==> src/rtl/lram_pkg.sv <==
`timescale 1ns/1ps
package lram_pkg;

  typedef enum logic {
    SHAPE_DEEP = 1'b0,
    SHAPE_WIDE = 1'b1
  } shape_e;

  typedef enum logic [1:0] {
    CASC_NONE = 2'b00,
    CASC_PAIR = 2'b01,
    CASC_QUAD = 2'b10,
    CASC_RSVD = 2'b11
  } casc_e;

endpackage

==> src/rtl/lram_rst_sync.sv <==
`timescale 1ns/1ps
module lram_rst_sync #(
  parameter int unsigned STAGES = 2
) (
  input  logic clk,
  input  logic rst_n,
  output logic rst_n_sync
);
  logic [STAGES-1:0] sync_q;
  logic [STAGES-1:0] sync_d;

  always_comb begin
    sync_d = {sync_q[STAGES-2:0], 1'b1};
  end

  always_ff @(posedge clk or negedge rst_n) begin
    if (!rst_n) sync_q <= '0;
    else        sync_q <= sync_d;
  end

  assign rst_n_sync = sync_q[STAGES-1];
endmodule

==> src/rtl/lram_wr_dec.sv <==
`timescale 1ns/1ps
module lram_wr_dec
  import lram_pkg::*;
#(
  parameter int unsigned BITS     = 64,
  parameter int unsigned CASC_W   = 2,
  parameter int unsigned SLICE_ID = 0,
  localparam int unsigned RA_W    = $clog2(BITS),
  localparam int unsigned HA_W    = RA_W - 1,
  localparam int unsigned HALF    = BITS / 2,
  localparam int unsigned WA_W    = RA_W + CASC_W
) (
  input  logic            clk,
  input  logic            rst_n,
  input  shape_e          shape,
  input  casc_e           casc,
  input  logic            wr_en,
  input  logic [WA_W-1:0] wr_addr,
  input  logic [1:0]      wr_data,
  output logic            wr_hit,
  output logic [BITS-1:0] bit_we,
  output logic [BITS-1:0] bit_wd
);
  localparam logic [CASC_W-1:0] SID = CASC_W'(SLICE_ID);

  logic              qual;
  logic [CASC_W-1:0] upper;

  assign upper = wr_addr[WA_W-1:RA_W];

  always_comb begin
    unique case (casc)
      CASC_PAIR: qual = (upper[0] == SID[0]);
      CASC_QUAD: qual = (upper == SID);
      default:   qual = 1'b1;
    endcase
  end

  assign wr_hit = wr_en & qual;

  for (genvar i = 0; i < BITS; i++) begin : g_bit
    localparam logic [RA_W-1:0] FULL  = RA_W'(i);
    localparam logic [HA_W-1:0] LOC   = HA_W'(i % HALF);
    localparam logic            UPPER = (i >= HALF);
    logic sel_deep;
    logic sel_wide;
    always_comb begin
      sel_deep  = (shape == SHAPE_DEEP) && (wr_addr[RA_W-1:0] == FULL);
      sel_wide  = (shape == SHAPE_WIDE) && (wr_addr[HA_W-1:0] == LOC);
      bit_we[i] = wr_hit && (sel_deep || sel_wide);
      bit_wd[i] = (shape == SHAPE_WIDE && UPPER) ? wr_data[1] : wr_data[0];
    end
  end


  deep_single_bit_chk: assert property (@(posedge clk) disable iff (!rst_n)
    (shape == SHAPE_DEEP) |-> ($countones(bit_we) <= 1));


  wide_pair_bits_chk: assert property (@(posedge clk) disable iff (!rst_n)
    (shape == SHAPE_WIDE && wr_hit) |-> ($countones(bit_we) == 2));


  idle_no_enable_chk: assert property (@(posedge clk) disable iff (!rst_n)
    !wr_en |-> (bit_we == '0));
endmodule

==> src/rtl/lram_store.sv <==
`timescale 1ns/1ps
module lram_store #(
  parameter int unsigned BITS = 64
) (
  input  logic            clk,
  input  logic            rst_n,
  input  logic [BITS-1:0] bit_we,
  input  logic [BITS-1:0] bit_wd,
  output logic [BITS-1:0] bits_q
);
  logic [BITS-1:0] bits_d;

  always_comb begin
    bits_d = bit_wd;
  end

  for (genvar i = 0; i < BITS; i++) begin : g_cell
    always_ff @(posedge clk or negedge rst_n) begin
      if (!rst_n)         bits_q[i] <= 1'b0;
      else if (bit_we[i]) bits_q[i] <= bits_d[i];
    end
  end
endmodule

==> src/rtl/lram_rd_mux.sv <==
`timescale 1ns/1ps
module lram_rd_mux
  import lram_pkg::*;
#(
  parameter int unsigned BITS = 64,
  localparam int unsigned RA_W = $clog2(BITS),
  localparam int unsigned HA_W = RA_W - 1
) (
  input  shape_e          shape,
  input  logic [RA_W-1:0] rd_addr,
  input  logic [BITS-1:0] bits_q,
  output logic            rd_pri,
  output logic            rd_sec
);
  logic [RA_W-1:0] hi_idx;
  logic [RA_W-1:0] lo_idx;

  always_comb begin
    hi_idx = {1'b1, rd_addr[HA_W-1:0]};
    lo_idx = {1'b0, rd_addr[HA_W-1:0]};
    if (shape == SHAPE_WIDE) begin
      rd_pri = bits_q[hi_idx];
      rd_sec = bits_q[lo_idx];
    end else begin
      rd_pri = bits_q[rd_addr];
      rd_sec = 1'b0;
    end
  end
endmodule

==> src/rtl/reshape_lut_ram.sv <==
`timescale 1ns/1ps
module reshape_lut_ram
  import lram_pkg::*;
#(
  parameter int unsigned BITS     = 64,
  parameter int unsigned CASC_W   = 2,
  parameter int unsigned SLICE_ID = 0,
  localparam int unsigned RA_W    = $clog2(BITS),
  localparam int unsigned HA_W    = RA_W - 1,
  localparam int unsigned WA_W    = RA_W + CASC_W
) (
  input  logic            clk,
  input  logic            rst_n,
  input  logic            shape_sel,
  input  logic [1:0]      casc_cfg,
  input  logic            wr_en,
  input  logic [WA_W-1:0] wr_addr,
  input  logic [1:0]      wr_data,
  input  logic [RA_W-1:0] rd_addr,
  output logic            rd_pri,
  output logic            rd_sec
);
  shape_e          shape;
  casc_e           casc;
  logic            rst_ok;
  logic            wr_hit;
  logic [BITS-1:0] bit_we;
  logic [BITS-1:0] bit_wd;
  logic [BITS-1:0] bits_q;

  assign shape = shape_e'(shape_sel);
  assign casc  = casc_e'(casc_cfg);

  lram_rst_sync #(.STAGES(2)) u_rst (
    .clk(clk), .rst_n(rst_n), .rst_n_sync(rst_ok)
  );

  lram_wr_dec #(.BITS(BITS), .CASC_W(CASC_W), .SLICE_ID(SLICE_ID)) u_dec (
    .clk(clk), .rst_n(rst_ok), .shape(shape), .casc(casc),
    .wr_en(wr_en), .wr_addr(wr_addr), .wr_data(wr_data),
    .wr_hit(wr_hit), .bit_we(bit_we), .bit_wd(bit_wd)
  );

  lram_store #(.BITS(BITS)) u_store (
    .clk(clk), .rst_n(rst_ok), .bit_we(bit_we), .bit_wd(bit_wd), .bits_q(bits_q)
  );

  lram_rd_mux #(.BITS(BITS)) u_rd (
    .shape(shape), .rd_addr(rd_addr), .bits_q(bits_q),
    .rd_pri(rd_pri), .rd_sec(rd_sec)
  );


  deep_sec_zero_chk: assert property (@(posedge clk) disable iff (!rst_ok)
    (shape == SHAPE_DEEP) |-> (rd_sec == 1'b0));


  hold_no_write_chk: assert property (@(posedge clk) disable iff (!rst_ok)
    !wr_hit |=> (!$stable(rd_addr) || !$stable(shape_sel) ||
                 ($stable(rd_pri) && $stable(rd_sec))));


  deep_write_read_chk: assert property (@(posedge clk) disable iff (!rst_ok)
    (wr_hit && shape == SHAPE_DEEP) |=>
      (shape != SHAPE_DEEP || rd_addr != $past(wr_addr[RA_W-1:0]) ||
       rd_pri == $past(wr_data[0])));


  wide_write_read_chk: assert property (@(posedge clk) disable iff (!rst_ok)
    (wr_hit && shape == SHAPE_WIDE) |=>
      (shape != SHAPE_WIDE || rd_addr[HA_W-1:0] != $past(wr_addr[HA_W-1:0]) ||
       (rd_pri == $past(wr_data[1]) && rd_sec == $past(wr_data[0]))));
endmodule

==> config.mk <==
export PLATFORM = sky130hd
export DESIGN_NAME = reshape_lut_ram
export DESIGN_NICKNAME = d
export VERILOG_FILES = /design/src/rtl/lram_pkg.sv /design/src/rtl/lram_rst_sync.sv /design/src/rtl/lram_wr_dec.sv /design/src/rtl/lram_store.sv /design/src/rtl/lram_rd_mux.sv /design/src/rtl/reshape_lut_ram.sv
export SDC_FILE = /design/constraint.sdc
export NUM_CORES = 1
export LEC_CHECK = 0
export ABC_AREA = 1
export BUFFER_PORTS_ARGS = -buffer_cell sky130_fd_sc_hd__buf_2
export CAP_MARGIN = 10
export CORE_UTILIZATION = 55
export DETAILED_ROUTE_END_ITERATION = 8
export PLACE_DENSITY = 0.77
export SYNTH_ARGS = -nofsm -noshare
export SYNTH_HDL_FRONTEND = slang
export SYNTH_HIERARCHICAL = 1
export SYNTH_SLANG_ARGS = --single-unit
export TNS_END_PERCENT = 5
==> constraint.sdc <==
create_clock -name clk -period 6.1 [get_ports clk]
set_clock_uncertainty 0.15 [all_clocks]
set_input_delay 1.22 -clock clk [delete_from_list [all_inputs] [get_ports clk]]
set_output_delay 1.22 -clock clk [all_outputs]
set_load 0.05 [all_outputs]
==> results.md <==
* N_diodes at 0
* WP data arrival at 2.95 ns
* Routability cong. at 0.8694
* Startpoint types: primary input
* Hold path start: u_rst/sync_q[0]$_DFF_PN0_
* Total GRT Usage at 26.92%
* Area post-placement at 4459 um^2
* Crit. End Element: primary output
* Pre-CTS WS at 1.874 ns
* Vias in the first global route at 4095
* Maximum vdd drop at 0.0001268 V
* CTS tree: built
* Worst Path Max Fanout at 37
* R2R cell count at 1
* Most frequent cells in the layout: 293 x nand2_1, 106 x nand3_1, 93 x inv_1
* Die H at 96.53 um
* Final Slew Violations at 0
* Final hold violation count at 0
* Clk Latency, worst-skew pair at 0.34 ns
* Largest net degree at the start of global routing at 65
* Total CTS buffers at 9
* Starting density of the core at 56.63%
* Core area at 8678 um^2
* Starting DRT DRC Count at 376
* Max Cap Viol at 0
* Cts repair resizes at 0
* Fmax at 0.2314 GHz
* Ports at 24
* Via count at 4235
* Final setup vio count at 0
* CTS max path bufs at 2
* Final-stage net count at 721
* WL per Instance at 13.62 um
* DIE WIDTH at 96.53 um
* Syn Std Cell Area at 4915 um^2
* First-pass GRT wire length at 19140 um
* Critical Path RT at 4.73 ns
* DR pass1 iterations at 6
* IO Port Bufs at 23
* RSZ-0062 raised after global routing: no
* Reg2reg start: u_rst/sync_q[1]$_DFF_PN0_
* Synth Instances at 755
* Placed Cells at 794
* Worst R2R Setup Slack at 4.94 ns
* Synth-to-Final Area Change at -4.812%
* Most common cell after layout, fill and taps aside: nand2_1
* WHS Path Cells at 0
* Slew headroom at 21.10%
* Mean Syn Cell Area at 6.510 um^2
* Reg2Reg Capture Point: u_store/bits_q[50]$_DFFE_PN0P_
* P per Cell Area at 244.7 nW/um^2
* Setup ws final at 1.778 ns
* Worst min path class: register to register
* Std-Cell Rows at 34
* Leak at 2.216 nW
* Initial antenna violation count at 0
* Syn_nets at 779
* Hold endpoint: u_rst/sync_q[1]$_DFF_PN0_
* CTS Hold Bufs at 0
* Syn. warnings at 6
* GR Overflow Total at 0
* Worst-Margin Slew at 1.181 ns
* Filler Cells Inserted at 867
* DRT Wirelength at 11040 um
* Hold_ws at 0.2047 ns
* Status: finished, final reports clean
* Layout Cells excl Fill at 810
* Critical path type: primary input to primary output
* Cell area after layout at 4678 um^2
* Htree depth at 3
* Die area at 9318 um^2
* Final period utilization at 70.86%
* DR vias/cell at 5.228
* Fin crit period at 4.322 ns
* # DRC at 0
* Dpl hpwl at 7066 um
* Post-CTS setup buffer count at 0
* CTS root buffer: clkbuf_8
* Post-DRT Antenna Nets at 0
* Setup TNS at 0 ns
* Share of layout cells above drive strength 1 at 13.39%
* CTS sink count at 66
* Clk slew on worst S/H paths at 0.07 ns
-- cell type report --
class / instances / area, um^2 / area share, %
repair buffers: 24 / 122.6 / 2.621
well taps: 108 / 135.1 / 2.888
multi-input cells: 501 / 2185 / 46.70
clock inverters: 5 / 77.57 / 1.658
inverters: 95 / 364.1 / 7.783
flip-flops and latches: 66 / 1653 / 35.33
clock buffers: 11 / 141.4 / 3.022
-- worst max-delay path, cell delays in order --
cell and delay (ns):
buf_2 0.59, inv_8 0.18, nand2_1 0.11, nand2_1 0.07, nand2_1 0.09, nand3_1 0.10
nand3_1 0.12, nand3_1 0.07, nand3_1 0.08, nand2_1 0.07, buf_2 0.21
-- power by group --
part           total [mW]  internal [mW]  switching (mW)
Combinational       0.203         0.0594           0.143
Sequential          0.531          0.496          0.0343
Clock               0.411          0.240           0.171
Total                1.14          0.796           0.349
-- worst max-delay path by stage --
stage	from	to
global placement	rd_addr[0]	rd_pri
finish	rd_addr[0]	rd_pri
global route	rd_addr[0]	rd_pri
floorplan	rd_addr[0]	rd_sec
detailed placement	rd_addr[0]	rd_pri
CTS	rd_addr[0]	rd_pri
-- metrics by stage --
step                util, %  power (mW)
floorplan                 -      0.7264
global placement      51.38      0.7310
detailed placement    51.38      0.7388
CTS                   53.91       1.150
global route          53.91       1.208
finish                53.91       1.145
-- registers in the layout (all words and copies together), names as in the netlist --
| name | count |
|---|---|
| u_store/bits_q | 64 |
| u_rst/sync_q | 2 |
-- per-layer routing --
metal	wire length (um)	GRT usage, %	part of all wire (%)	vias up
met1	4857	35.48	44	1954
met2	5272	43.72	48	163
met5	0	0	0	-
met4	251	11.52	2.3	0
li1	-	-	-	2093
met3	654	4.382	5.9	25
No activity file was read; power rests on OpenSTA's default activity.
